`config.mk`:
```
export PLATFORM = sky130hd
export DESIGN_NAME = seg_mux_ctrl
export DESIGN_NICKNAME = d
export VERILOG_FILES = /design/src/rtl/seg_mux_pkg.sv /design/src/rtl/scan_seq.sv /design/src/rtl/disp_ram.sv /design/src/rtl/seg_mux_ctrl.sv
export SDC_FILE = /design/constraint.sdc
export NUM_CORES = 1
export LEC_CHECK = 0
export ABC_AREA = 1
export CAP_MARGIN = 10
export CORE_MARGIN = 3
export CORE_UTILIZATION = 55
export CTS_CLUSTER_DIAMETER = 200
export DETAILED_ROUTE_END_ITERATION = 10
export PLACE_DENSITY_LB_ADDON = 0.12
export SLEW_MARGIN = 20
export SYNTH_ARGS = -nofsm -noshare
export SYNTH_HDL_FRONTEND = slang
export SYNTH_HIERARCHICAL = 1
export SYNTH_SLANG_ARGS = --single-unit
```
`constraint.sdc`:
```
create_clock -name clk -period 1.7 [get_ports clk]
set_input_delay 0.255 -clock clk [delete_from_list [all_inputs] [get_ports clk]]
set_output_delay 0.255 -clock clk [all_outputs]
set_load 0.01 [all_outputs]
```
`src/rtl/seg_mux_pkg.sv`:
```
package seg_mux_pkg;

  // Advance an index by one, returning to zero at the limit.
  function automatic int unsigned step_wrap(input int unsigned v, input int unsigned lim);
    return (v + 1 >= lim) ? 0 : v + 1;
  endfunction

  // Host port arbitration: pointer load beats write, write beats read.
  function automatic logic host_do_wr(input logic ld, input logic wr);
    return wr & ~ld;
  endfunction

  function automatic logic host_do_rd(input logic ld, input logic wr, input logic rd);
    return rd & ~wr & ~ld;
  endfunction

endpackage

```
`src/rtl/scan_seq.sv`:
```
module scan_seq
  import seg_mux_pkg::*;
#(
  parameter int NUM_DIGITS = 16,
  parameter int IW         = 4
) (
  input  logic          clk,
  input  logic          rst_n,
  input  logic          tick,
  output logic [IW-1:0] digit,
  output logic          shown,
  output logic          digit_adv
);

  assign digit_adv = tick & shown;

  always_ff @(posedge clk) begin
    if (!rst_n) begin
      digit <= '0;
      shown <= 1'b0;
    end else if (tick) begin
      shown <= ~shown;
      if (shown) digit <= IW'(step_wrap(int'(digit), NUM_DIGITS));
    end
  end

  // every tick flips the phase
  p_phase_flip_r6: assert property (@(posedge clk) disable iff (!rst_n)
    tick |=> (shown != $past(shown)));

  // a digit change always lands in a blanked phase on the next index
  p_adv_blanks_r6: assert property (@(posedge clk) disable iff (!rst_n)
    digit_adv |=> (!shown && digit == IW'(step_wrap(int'($past(digit)), NUM_DIGITS))));

  // no tick means no movement
  p_idle_stable_r9: assert property (@(posedge clk) disable iff (!rst_n)
    !tick |=> ($stable(shown) && $stable(digit)));

endmodule

```
`src/rtl/disp_ram.sv`:
```
module disp_ram
  import seg_mux_pkg::*;
#(
  parameter int DEPTH = 16,
  parameter int DW    = 8,
  parameter int AW    = 4
) (
  input  logic          clk,
  input  logic          rst_n,
  input  logic          ptr_ld,
  input  logic [AW-1:0] ptr_val,
  input  logic          wr,
  input  logic          rd,
  input  logic [DW-1:0] wdata,
  input  logic [AW-1:0] scan_addr,
  output logic [DW-1:0] rdata,
  output logic [DW-1:0] port_q,
  output logic          host_busy
);

  logic [DW-1:0] mem [DEPTH];
  logic [AW-1:0] ptr;
  logic          do_wr, do_rd;
  logic [AW-1:0] port_addr;

  assign do_wr     = host_do_wr(ptr_ld, wr);
  assign do_rd     = host_do_rd(ptr_ld, wr, rd);
  assign host_busy = do_wr | do_rd;
  // Single access port: the host wins it whenever it needs it.
  assign port_addr = host_busy ? ptr : scan_addr;
  assign port_q    = mem[port_addr];

  always_ff @(posedge clk) begin
    if (!rst_n) begin
      for (int i = 0; i < DEPTH; i++) mem[i] <= '0;
      ptr   <= '0;
      rdata <= '0;
    end else begin
      if (do_wr) mem[ptr] <= wdata;
      if (do_rd) rdata <= port_q;
      if (ptr_ld)         ptr <= ptr_val;
      else if (host_busy) ptr <= AW'(step_wrap(int'(ptr), DEPTH));
    end
  end

  // each accepted access moves the pointer by one
  p_ptr_step_r2: assert property (@(posedge clk) disable iff (!rst_n)
    host_busy |=> (ptr == AW'(step_wrap(int'($past(ptr)), DEPTH))));

  // a load sets the pointer exactly
  p_ptr_load_r4: assert property (@(posedge clk) disable iff (!rst_n)
    ptr_ld |=> (ptr == $past(ptr_val)));

  // read data changes only after an accepted read
  p_rdata_hold_r5: assert property (@(posedge clk) disable iff (!rst_n)
    !do_rd |=> $stable(rdata));

  // write and read together never both proceed
  p_one_access_r5: assert property (@(posedge clk) disable iff (!rst_n)
    $countones({do_wr, do_rd}) <= 1);

endmodule

```
`src/rtl/seg_mux_ctrl.sv`:
```
module seg_mux_ctrl #(
  parameter int NUM_DIGITS = 16,
  parameter int DEPTH      = 16,
  parameter int DW         = 8,
  localparam int AW        = $clog2(DEPTH),
  localparam int NW        = DW / 2
) (
  input  logic          clk,
  input  logic          rst_n,
  input  logic          scan_tick,
  input  logic          host_ptr_ld,
  input  logic [AW-1:0] host_ptr_val,
  input  logic          host_wr,
  input  logic          host_rd,
  input  logic [DW-1:0] host_wdata,
  output logic [DW-1:0] host_rdata,
  output logic [AW-1:0] digit,
  output logic          blank,
  output logic [NW-1:0] seg_a,
  output logic [NW-1:0] seg_b
);

  logic          shown;
  logic          digit_adv;
  logic [DW-1:0] port_q;
  logic          host_busy;
  logic          refresh_take;
  logic [DW-1:0] seg_q;

  scan_seq #(.NUM_DIGITS(NUM_DIGITS), .IW(AW)) u_seq (
    .clk       (clk),
    .rst_n     (rst_n),
    .tick      (scan_tick),
    .digit     (digit),
    .shown     (shown),
    .digit_adv (digit_adv)
  );

  disp_ram #(.DEPTH(DEPTH), .DW(DW), .AW(AW)) u_ram (
    .clk       (clk),
    .rst_n     (rst_n),
    .ptr_ld    (host_ptr_ld),
    .ptr_val   (host_ptr_val),
    .wr        (host_wr),
    .rd        (host_rd),
    .wdata     (host_wdata),
    .scan_addr (digit),
    .rdata     (host_rdata),
    .port_q    (port_q),
    .host_busy (host_busy)
  );

  assign refresh_take = ~host_busy;

  always_ff @(posedge clk) begin
    if (!rst_n)            seg_q <= '0;
    else if (refresh_take) seg_q <= port_q;
  end

  assign blank = ~shown;
  assign seg_a = seg_q[DW-1:NW];
  assign seg_b = seg_q[NW-1:0];

  // a host access freezes the displayed word
  p_hold_on_host_r8: assert property (@(posedge clk) disable iff (!rst_n)
    host_busy |=> $stable(seg_q));

  // the digit index never moves while the display is lit
  p_digit_under_blank_r6: assert property (@(posedge clk) disable iff (!rst_n)
    (digit != $past(digit)) |-> blank);

endmodule

```
==> Word level (Yosys, flattened, before mapping) <==
Memories as Yosys holds them, arrays and structs flattened.
Cells that the tools add are included.
{ "totals": {"output_inout_bits": 21, "reg_bits": 25, "ramBits": 128, "n_memories": 1, "in_bits": 18} }
{ "op_classes": {"muxes": 12, "bitwise": 7, "magnitude_cmp": 2, "reduce_logical": 3, "n_addsub": 2} }
{ "memory_table": {"columns": ["name", "words", "width", "read_ports", "rd_clocked_by_memory_dff", "write_ports", "line_no", "rtl"], "rows": [
  ["u_ram.mem", 16, 8, 1, 0, 16, "disp_ram.sv:21", "logic [DW-1:0] mem [DEPTH];"]
]} }
{ "ops": {"columns": ["op", "n"], "rows": [
  ["4-bit 2-to-1 mux", 6],
  ["4-bit by 1-bit adder with 5-bit output (second input constant)", 2],
  ["5-bit greater-or-equal comparator (second input constant)", 2],
  ["8-bit 2-to-1 mux", 1],
  ["8-bit OR reduction", 1],
  ["1-bit 2-to-1 mux", 5],
  ["1-bit bitwise AND", 3],
  ["1-bit inverter", 3],
  ["2-bit AND reduction", 1],
  ["2-bit nonzero test", 1],
  ["1-bit bitwise OR", 1]
]} }

==> Logic depth before layout (Yosys ltp) <==
{ "depth": {"word_depth": 7, "depth_mapped": 14, "ltp_nobuf": 11} }

==> Hierarchy <==
The synthesis kept the hierarchy.
{ "by_module_without_submodules": {"columns": ["mod", "cells_each", "n_inst", "area_each_um2"], "rows": [
  ["disp_ram", 829, 1, 7063.0],
  ["seg_mux_ctrl", 52, 1, 360.3],
  ["scan_seq", 33, 1, 252.7]
]} }

==> Worst setup path after synthesis <==
Ideal clock, no wire load.
{ "synth_path": {"path_kind": "input to register", "from": "in rst_n", "to": "mem u_ram.mem[0][0], enable pin", "cell_stages": 5, "n_path_buf": 1, "setup_slack_ns": 0.090, "arrival_time_ns": 1.281, "setup_time_ns": 0.329, "cell_sequence": "clkbuf_1 > nand3_1 > nor2_1 > nand2_1 > nand2_1"} }
{ "synth_lines": {"columns": ["element", "line_no", "rtl"], "rows": [
  ["from (decl)", "seg_mux_ctrl.sv:9", "input logic rst_n,"],
  ["to (decl)", "disp_ram.sv:21", null]
]} }

==> Worst setup path after layout <==
{ "layout_path": {"from": "in host_rd", "to": "reg seg_q[5]"} }
{ "layout_via": {"elab_chain_cells": 5} }
{ "layout_rtl": {"columns": ["element", "line_no", "rtl"], "rows": [
  ["from (decl)", "seg_mux_ctrl.sv:14", "input logic host_rd,"],
  ["1-bit bitwise AND (2 in a row)", "seg_mux_pkg.sv:14", "return rd & ~wr & ~ld;"],
  ["1-bit bitwise OR", "disp_ram.sv:28", "assign host_busy = do_wr | do_rd;"],
  ["4-bit 2-to-1 mux", "disp_ram.sv:30", "assign port_addr = host_busy ? ptr : scan_addr;"],
  ["memory 16 x 8 bit", null, null],
  ["via port_q[5]", "seg_mux_ctrl.sv:25", "logic [DW-1:0] port_q;"],
  ["to (signal assigned)", "seg_mux_ctrl.sv:57", "else if (refresh_take) seg_q <= port_q;"],
  ["to (decl)", "seg_mux_ctrl.sv:28", "logic [DW-1:0] seg_q;"]
]} }
The timed path passes the listed nets, and every way through them passes these cells.
A chain may end at the register's enable or synchronous reset.

==> summary.txt <==
Status
  – Run status: finished, violations left
  – Violated checks: negative setup slack

Run
  – MaxCap Viol Count: 0

Timing
  – Final Max Slew Viols: 0
  – Setup ws final: -0.004605 ns
  – FMAX: 0.5866 GHz
  – Crit path time final: 1.705 ns
  – Final period utilization: 100.3%
  – Hold Vio Cnt, Final: 0
  – Total negative slack: -0.004605 ns
  – Setup Viol. Count Final: 1
  – Worst Skew: 0.008780 ns
  – Slew @ Worst Pin: 0.4576 ns
  – Hold WS: 0.4014 ns
  – Worst slew margin: 69.49%

Critical path
  – WP depth: 14
  – Reg2reg end: seg_q[1]
  – CP Data Required Time: 2.06 ns
  – CP startpoint: host_rd
  – CP Cell Sequence: dlygate4sd2_1, buf_6, o21ai_4, buf_6, nand2_2, o21ai_4, buf_12, clkbuf_16, nand3_1, nand3_1, nand3_2, nand2_1, nor2_1, nor2_1
  – Worst path bufs/invs: 5
  – R2R Path Start: u_ram/ptr[0]
  – Slowest Stage Delay on Critical Path: 0.25 ns
  – Reg2reg path depth: 13
  – CP Class: in -> reg
  – Crit-path slowest cell: dlygate4sd2_1
  – FF-to-FF setup slack: 0.05 ns
  – Crit Path Max Fanout: 6
  – CP Capture Type: flip-flop
  – Startpoint types: primary input
  – Crit path DAT: 2.07 ns
  – Worst Setup EP: seg_q[5]
  – Crit path max-delay family: buffers and inverters

Yosys
  – Seq/Total Area, Yosys: 56.59%
  – Mapped Cells: 914
  – Cell area after synthesis: 0.007676 mm²
  – Post-Syn Area per Cell: 8.398 µm²
  – Syn Nets: 937
  – Synth warn: 6
  – #FFs+latches synth: 153
  – Yosys cell types: 26

Detailed routing
  – Final ANT Viol Nets: 0
  – Total Routed Length: 23.65 mm
  – Pre-antenna DRT Iters: 5
  – DR iter-0 viols: 837
  – DRC: 0
  – DR WL/cell: 19.23 µm
  – Routed vias/inst: 5.550
  – Vias: 6827

Cells and area
  – Nets: 1064
  – Area grow syn2layout: 34.49%
  – Most frequent cells in the layout: nor2_1 (172), inv_1 (168), nand2_1 (158), edfxtp_1 (128), nand3_1 (119)
  – Layout Cells excl Fill: 1230
  – # diodes: 0
  – Commonest non-fill, non-tap cell in the layout: nor2_1
  – Layout cells sized above 1: 21.82%

Global route
  – Vias in the first global route: 6446
  – First-pass GRT wire length: 34.93 mm
  – Grt ovf: 0
  – Overall Global Routing Usage: 30.76%
  – Largest net degree at the start of global routing: 31
  – Antenna violations before repair: 0

Placed design
  – Final Wtd Congestion: 0.9354
  – Pre-CTS setup slack: -0.6319 ns
  – Port bufs: 38
  – Final HPWL DP: 14.80 mm
  – Placed Cells: 1172

Floorplanning
  – Cell Rows: 42
  – DIE HEIGHT: 124.1 µm
  – Die ar.: 0.01541 mm²
  – I/O pins: 39
  – Chip Width: 124.1 µm
  – Total core area: 0.01345 mm²
  – Starting Density: 57.06%

Min path
  – HP Class: in -> reg
  – Hold Startpoint: host_ptr_ld

Pwr
  – Power Total: 9.466 mW
  – Max VDD drop: 1.078 mV
  – Cell Pwr Density: 916.9 mW/mm²
  – P_leak: 4.693 nW

Clocking
  – Inserted Clock Buffers: 17
  – CTS Root Cell: clkbuf_16
  – Clock sink count: 153
  – CTS H-tree lvls: 4
  – Clk_lat worst skew: 0.43 ns
  – Clock buffer depth: 2
  – CTS tree: done
  – Clock slew at reported path FFs: 0.06 ns
final cells by class:
type	count	area (µm²)
tap	176	220.2
clock buffer	18	429.2
inverter	174	659.4
timing repair buffer	147	1748
clock inverter	14	106.4
fill	979	3129
sequential	153	4354
multi-input combinational	548	2806
through the flow:
step / util, % / cell area [µm²]
after detailed placement: 66.55 / 8952
final: 76.74 / 10320
after floorplan: - / 7676
after global placement: 66.55 / 8952
after global routing: 76.74 / 10320
after CTS: 72.94 / 9812
routing by layer:
metal	global-route usage [%]	wire, µm	vias to the layer above	share of wire (%)
met5	0	0	-	0
met4	10.13	704	0	3.0
met3	4.950	2571	61	11
met2	48.89	11080	437	47
met1	43.41	9292	3188	39
li1	-	-	3141	-
flip-flops by register name, indices dropped and copies added, names as in the netlist:
register	flops
seg_q	8
u_ram/mem	128
u_ram/ptr	4
u_ram/rdata	8
u_seq/digit	4
u_seq/shown	1
power breakdown:
part           switching [mW]  total, mW  internal [mW]  leakage [nW]
combinational           0.978       1.70          0.723          2.90
sequential             0.0687       4.28           4.21          1.53
clock                    1.49       3.48           1.99         0.260
total                    2.54       9.47           6.92          4.69
synthesized netlist by cell type (all sizes together):
cell type	count	share of area (%)
nand2	179	9.3
nor2	176	8.6
inv	174	8.5
nand3	168	11
edfxtp	128	50
dfxtp	25	6.5
buf	22	2.4
clkbuf	17	0.83
o21ai	9	0.88
ha	5	0.81
a21oi	4	0.26
a31oi	3	0.24
o21bai	2	0.34
o21a	1	0.098
xor2	1	0.11
tightest hold or removal path, cell delays in order:
cell and delay [ns]:
dlygate4sd2_1 0.25, buf_4 0.16, nand2_1 0.05, a31oi_1 0.07
cells by family (layout without fill, tap and decap cells):
family	count (synthesis)	in the layout	synth area share (%)
simple gates	523	523	28.83
fa+ha+maj	5	5	0.8150
compound gates	19	19	1.826
buf+inv	213	353	11.82
xor+xnor	1	1	0.1141
flops	153	153	56.59
what timing repair did:
item / 4_1_cts / 5_1_grt
endpoints found under the hold margin: 0 / 0
setup buffers: 9 / 6
hold buffers: 0 / 0
pin swaps: 12 / 21
gates resized for setup: 37 / 71
setup endpoints to repair: 60 / 112
gates cloned: 5 / 6
worst min path at each step:
stage,cells after the start,endpoint,slack (ns)
2_1_floorplan,2,u_seq/digit[2],0.38
3_3_place_gp,4,seg_q[5],0.50
3_5_place_dp,4,seg_q[0],0.49
4_1_cts,4,u_ram/ptr[0],0.39
5_1_grt,3,u_ram/ptr[1],0.41
6_report,4,u_ram/ptr[0],0.40
No activity file was read; power rests on OpenSTA's default activity.
